**src/rtl/ser_capture.sv**
```systemverilog
module ser_capture #(
  parameter int WIDTH       = 28,
  parameter int SYNC_STAGES = 2
) (
  input  logic             clk,
  input  logic             rst_n,
  input  logic             din,
  input  logic             sample_stb,
  input  logic             shift_en,
  input  logic             clr,
  output logic [WIDTH-1:0] cap_word,
  output logic             full
);
  localparam int POS_W = $clog2(WIDTH + 1);
  localparam logic [POS_W-1:0] LAST = POS_W'(WIDTH);

  logic [SYNC_STAGES-1:0] sync_q;
  logic [POS_W-1:0]       pos_q;
  logic [WIDTH-1:0]       word_q;
  logic                   din_s;
  logic                   take;

  generate
    if (SYNC_STAGES == 1) begin : g_sync1
      always_ff @(posedge clk)
        if (!rst_n) sync_q <= '0;
        else        sync_q <= din;
    end else begin : g_syncn
      always_ff @(posedge clk)
        if (!rst_n) sync_q <= '0;
        else        sync_q <= {sync_q[SYNC_STAGES-2:0], din};
    end
  endgenerate

  assign din_s = sync_q[SYNC_STAGES-1];
  assign take  = sample_stb & shift_en & ~clr & (pos_q != LAST);

  always_ff @(posedge clk)
    if (!rst_n || clr) pos_q <= '0;
    else if (take)     pos_q <= pos_q + 1'b1;

  generate
    for (genvar i = 0; i < WIDTH; i++) begin : g_bit
      always_ff @(posedge clk)
        if (!rst_n || clr)                       word_q[i] <= 1'b0;
        else if (take && pos_q == POS_W'(i))     word_q[i] <= din_s;
    end
  endgenerate

  assign cap_word = word_q;
  assign full     = (pos_q == LAST);
endmodule


```
**config.mk**
```make
export PLATFORM = sky130hd
export DESIGN_NAME = ser_capture
export DESIGN_NICKNAME = d
export VERILOG_FILES = /design/src/rtl/ser_capture.sv
export SDC_FILE = /design/constraint.sdc
export NUM_CORES = 1
export LEC_CHECK = 0
export ABC_AREA = 1
export CAP_MARGIN = 20
export CORE_MARGIN = 5
export CORE_UTILIZATION = 52
export DETAILED_ROUTE_END_ITERATION = 16
export PLACE_DENSITY = 0.91
export REMOVE_ABC_BUFFERS = 1
export SYNTH_ARGS = -nofsm -noshare
export SYNTH_HDL_FRONTEND = slang
export SYNTH_SLANG_ARGS = --single-unit
```
**constraint.sdc**
```tcl
create_clock -name clk -period 2.7 [get_ports clk]
set_input_delay 0.405 -clock clk [delete_from_list [all_inputs] [get_ports clk]]
set_output_delay 0.405 -clock clk [all_outputs]
set_load 0.03 [all_outputs]
```
==> run summary, run 1 <==
Outcome -> completed
Final Util -> 0.664
Post-route worst setup slack -> 0.204 ns
Slew HR -> 0.620
CP Data Required Time -> 2.30 ns
Root Buffer -> clkbuf_4
Vias in the first global route -> 1540
Total via count in the routed design -> 1639
Fraction of layout cells with a size suffix above 1 -> 0.0699
Compound-Gate Fraction of Synth Area -> 0.0722
Die X -> 67.7 um
DRC viols -> 0
Post-Synthesis Cell Area -> 0.00173 sq mm
Die Ht -> 67.7 um
RSZ-0062 raised after global routing -> false
Overall routing resource usage -> 0.188
Core Rows -> 21
Worst slack at placement -> 0.602 ns
First-pass GRT wire length -> 6510 um
Hold Crit Class -> flip-flop to flip-flop
Critical path type -> flip-flop to primary output
CP arrival -> 2.09 ns
DRT Pass-1 Iters -> 4
Total Neg Setup Slack -> 0 ns
Routability Congestion -> 0.894
Synth cell types -> 21
Worst Setup End Kind -> primary output
Full die area -> 0.00459 sq mm
Least-Margin Pin Slew -> 0.569 ns
Startpoint Class -> flip-flop
Antenna cells -> 0
CTS tree -> built
Clock Sinks -> 35
# resized after CTS -> 0
Final Non-Filler Cells -> 332
CTS Hold Buffers Added -> 0
Std-Cell Core Area -> 0.00328 sq mm
Final Cycle Share -> 0.924
Worst skew pair latency -> 0.36 ns
Clock buffer depth -> 2
Peak VDD IR -> 409 uV
CP Max Fanout -> 6
I/O Pins -> 35
Sequential fraction of the synthesis area -> 0.404
Leak Pwr -> 0.872 nW
#FFs+latches synth -> 35
H-tree depth -> 2
YS warnings -> 0
Main combinational cell family by area after synthesis -> simple AND/OR/NAND/NOR gates
Post-DR wirelength/cell -> 11.0 um
Gr ovfl total -> 0
Adder-Cell Fraction of Synth Area -> 0.0433
Slew Limit Fails -> 0
Fill cells -> 294
Synth Area in XOR/XNOR -> 0.00505
Area Growth Syn to Fin -> 25.9%
Antenna violations before repair -> 0
Clock-pin slew on the worst setup and hold paths -> 0.11 ns
Largest net degree at the start of global routing -> 29
Register area -> 701 sq um
Min Clock Period, post-route -> 2.50 ns
CTS Buf Count -> 5
Placed wire-length estimate -> 2650 um
Synth Area in Simple Gates -> 0.390
Gate Count Post-Synth -> 253
DRC marker count from the first detailed-route iteration -> 137
Via density -> 4.94
PD cells -> 482 mW/mm^2
Final ANT Viol Nets -> 0
Syn avg cell area -> 6.85 sq um
Final setup viols -> 0
Final hold vios -> 0
Port buffer count -> 34
Multi-input logic area -> 885 sq um
Total Nets Final -> 297
Max-cap violation count -> 0
Clk_skew -> 0.00884 ns
Highest Clock Rate -> 401 MHz
Setup Buffers After CTS -> 0
Mux cell area share after synthesis -> 0
Dpl cells -> 324
Power, Total -> 1.05 mW
Starting Density -> 0.528
WL final -> 3660 um
## metal layers
layer | vias up | GRT usage | part of all wire
li1 | 866 | - | -
met1 | 724 | 0.218 | 0.45
met2 | 41 | 0.316 | 0.47
met3 | 8 | 0.0433 | 0.058
met4 | 0 | 0.106 | 0.023
met5 | - | 0 | 0
## through the flow
step | instance area [sq um] | hold slack, ns
after global placement | 2080 | 0.394
after global routing | 2180 | 0.446
final | 2180 | 0.424
after CTS | 2180 | 0.426
after floorplan | 1670 | 0.390
after detailed placement | 2080 | 0.402
## worst max-delay path: stages (launching register included)
cell	delay (ns)
dfxtp_1	0.38
inv_1	0.11
ha_1	0.26
nand3_2	0.14
nor2_4	0.14
clkdlybuf4s50_1	0.69
## final timing paths
path	startpoint	to	slack [ns]	cells after the start
max	pos_q[0]	full	0.20	5
min	sync_q[0]	sync_q[1]	0.42	2
max reg2reg	pos_q[0]	cap_word[26]	0.86	8
min reg2reg	sync_q[0]	sync_q[1]	0.42	2
## power by group
group          switching [mW]  leakage [nW]  internal [mW]
clock                   0.185        0.0525          0.289
combinational          0.0378         0.537         0.0184
sequential            0.00208         0.282          0.519
## synthesized netlist by cell type (all sizes together)
cell type / instances / share of area
nor2: 68 / 0.17
nand2: 51 / 0.11
dfxtp: 35 / 0.40
inv: 22 / 0.048
nand3: 17 / 0.055
a21oi: 14 / 0.040
nor3: 11 / 0.032
o21ai: 11 / 0.032
buf: 7 / 0.029
ha: 6 / 0.043
nand4: 6 / 0.022
clkbuf: 4 / 0.0087
xor2: 1 / 0.0051
## cells by family (layout without fill, tap and decap cells)
| family | count (synthesis) | count (layout) |
|---|---|---|
| buf+inv | 33 | 66 |
| simple gates | 153 | 153 |
| flops | 35 | 35 |
| xor+xnor | 1 | 1 |
| fa+ha+maj | 6 | 6 |
| compound gates | 25 | 25 |
## flip-flops by register name, summed over array words and instances, names as in the netlist
signal / cells
cap_word: 28
pos_q: 5
sync_q: 2
## layout by cell type, fill, tap and decap left out, drive strengths merged
cell type      count
nor3              11
dfxtp             35
o21ai             11
buf                2
clkdlybuf4s50     34
xor2               1
nand3             17
nand4              6
nor2              68
ha                 6
a21oi             14
bufinv             2
clkbuf             6
nand2             51
inv               22
## layout make-up
class | instances | share of cell area
inverter | 22 | 0.0378
clock buffer | 6 | 0.0189
clock inverter | 2 | 0.0275
timing repair buffer | 36 | 0.163
tap | 46 | 0.0264
multi-input combinational | 185 | 0.405
sequential | 35 | 0.321
(Power assumes the default switching activity.)
==> run 2: changes to the inputs <==
ABC_AREA = not set   (was 1)
PLACE_DENSITY = 0.92   (was 0.91)
==> run summary, run 2 <==
Outcome -> completed
Clock-pin slew on the worst setup and hold paths -> 0.10 ns
I/O Pins -> 35
Post-DR wirelength/cell -> 14.5 um
Std-Cell Core Area -> 0.00303 sq mm
Synth area leaders -> dfxtp_1 (43%), mux2i_1 (17%), nand3_1 (6.8%)
DRC viols -> 0
CP peak stage delay -> 0.66 ns
Via density -> 5.36
Placed cell area -> 0.00195 sq mm
Synth area leader -> dfxtp_1
Synth top area share -> 0.433
Final Cycle Share -> 0.928
Adder-Cell Fraction of Synth Area -> 0.0464
Most frequent cells in the layout -> dfxtp_1 (35), clkdlybuf4s50_1 (34), nand2_1 (28)
Total Nets Final -> 213
CTS Hold Buffers Added -> 0
Startpoint Class -> flip-flop
Core Rows -> 20
WL final -> 3560 um
Largest net degree at the start of global routing -> 22
Leak Pwr -> 0.868 nW
Antenna cells -> 0
Synth Area in XOR/XNOR -> 0
YS warnings -> 0
Dpl cells -> 238
Asr flop ratio synth -> 0
Highest Clock Rate -> 399 MHz
Most common cell after layout, fill and taps aside -> dfxtp_1
Bufs and invs on worst path -> 3
Routability Congestion -> 0.913
Max-cap violation count -> 0
Compound-Gate Fraction of Synth Area -> 0.0472
Die Ht -> 65.8 um
Clock buffer depth -> 2
Worst Setup End Kind -> primary output
Total Neg Setup Slack -> 0 ns
Die X -> 65.8 um
Top FF cell, synth -> dfxtp_1
Synth Area in Simple Gates -> 0.245
Syn avg cell area -> 9.40 sq um
CTS tree -> built
Multi-input logic area -> 823 sq um
CP arrival -> 2.10 ns
Worst path slowest cell -> clkdlybuf4s50_1
Main combinational cell family by area after synthesis -> simple AND/OR/NAND/NOR gates
Slew HR -> 0.611
Sequential fraction of the synthesis area -> 0.433
Final setup viols -> 0
Final Non-Filler Cells -> 246
Post-Synthesis Cell Area -> 0.00162 sq mm
Mux cell area share after synthesis -> 0.167
Slew Limit Fails -> 0
Worst slack at placement -> 0.494 ns
Full die area -> 0.00432 sq mm
GR Util met1 -> 0.214
First-pass GRT wire length -> 6020 um
Starting Density -> 0.534
Placed wire-length estimate -> 2490 um
Total via count in the routed design -> 1319
Gate Count Post-Synth -> 172
Fraction of layout cells with a size suffix above 1 -> 0.0743
Vias in the first global route -> 1372
CP Max Fanout -> 8
Met2 usage -> 0.303
#FFs+latches synth -> 35
DRT Pass-1 Iters -> 4
Final hold vios -> 0
# resized after CTS -> 0
RSZ-0062 raised after global routing -> false
Count leader, synth -> dfxtp_1
Overall routing resource usage -> 0.184
Port buffer count -> 34
CTS Buf Count -> 5
Max reg flops -> 28
CP Data Required Time -> 2.30 ns
DRC marker count from the first detailed-route iteration -> 39
Hold Crit Class -> flip-flop to flip-flop
Register area -> 701 sq um
Least-Margin Pin Slew -> 0.581 ns
Area Growth Syn to Fin -> 26.3%
Antenna violations before repair -> 0
Clock Sinks -> 35
Clk_skew -> 0.0136 ns
Setup Buffers After CTS -> 0
CP Cell Sequence -> inv_1 -> ha_2 -> nand4_4 -> inv_4 -> clkdlybuf4s50_1
Root Buffer -> clkbuf_4
Worst skew pair latency -> 0.35 ns
Gr ovfl total -> 0
Post-route worst setup slack -> 0.195 ns
Top delay family on crit path -> buffers and inverters
Synth cell types -> 32
Final ANT Viol Nets -> 0
Fill cells -> 256
PD cells -> 465 mW/mm^2
H-tree depth -> 2
Top cells by count, synth -> dfxtp_1 (35), nand2_1 (28), mux2i_1 (27)
GR Util met3 -> 0.0444
Critical path type -> flip-flop to primary output
Peak VDD IR -> 353 uV
Post-route cell area -> 0.00204 sq mm
GRT busiest layer -> met2
Min Clock Period, post-route -> 2.50 ns
EDFF count, synth -> 0
[run 2: power breakdown]
part	switching (mW)	total (mW)	internal [mW]
Combinational	0.0225	0.0364	0.0139
Sequential	0.00182	0.520	0.518
Clock	0.175	0.394	0.219
[run 2: cells by family (layout without fill, tap and decap cells)]
family | Yosys count | in the layout
adders and majority gates | 6 | 6
muxes | 27 | 27
and+or+nand+nor | 73 | 73
AOI/OAI and AO/OA | 12 | 12
buffers and inverters | 19 | 49
DFF | 35 | 35
[run 2: layout make-up]
type	instances	area share
Inverter	5	0.0104
Multi-Input combinational cell	118	0.403
Timing Repair Buffer	36	0.174
Clock buffer	6	0.0251
Clock inverter	2	0.0172
Sequential cell	35	0.343
Tap cell	44	0.0270
[run 2: worst paths after layout]
| check | startpoint | endpoint | slack [ns] | cells after the start |
|---|---|---|---|---|
| worst min register to register | sync_q[0] | sync_q[1] | 0.45 | 1 |
| worst min-delay path | sync_q[0] | sync_q[1] | 0.45 | 1 |
| worst max register to register | pos_q[0] | pos_q[3] | 0.94 | 6 |
| worst max-delay path | pos_q[0] | full | 0.20 | 5 |
[run 2: per-stage QoR]
| stage | utilization | hold slack, ns | power, mW |
|---|---|---|---|
| 4_1_cts | 0.674 | 0.449 | 0.953 |
| 3_3_place_gp | 0.645 | 0.420 | 0.567 |
| 6_report | 0.674 | 0.447 | 0.950 |
| 3_5_place_dp | 0.645 | 0.425 | 0.568 |
| 5_1_grt | 0.674 | 0.470 | 0.975 |
| 2_1_floorplan | - | 0.412 | 0.550 |
[run 2: worst register-to-register path: cells and delay by family (launching register included)]
kind | cells | cell delay [ns]
compound gates | 1 | 0.15
simple gates | 2 | 0.65
flops | 1 | 0.44
fa+ha+maj | 1 | 0.27
buf+inv | 2 | 0.18
[run 2: layer usage]
| metal | share of wire | up-vias |
|---|---|---|
| met5 | 0 | - |
| met4 | 0.019 | 0 |
| met3 | 0.047 | 9 |
| met2 | 0.49 | 34 |
| met1 | 0.45 | 613 |
| li1 | - | 663 |
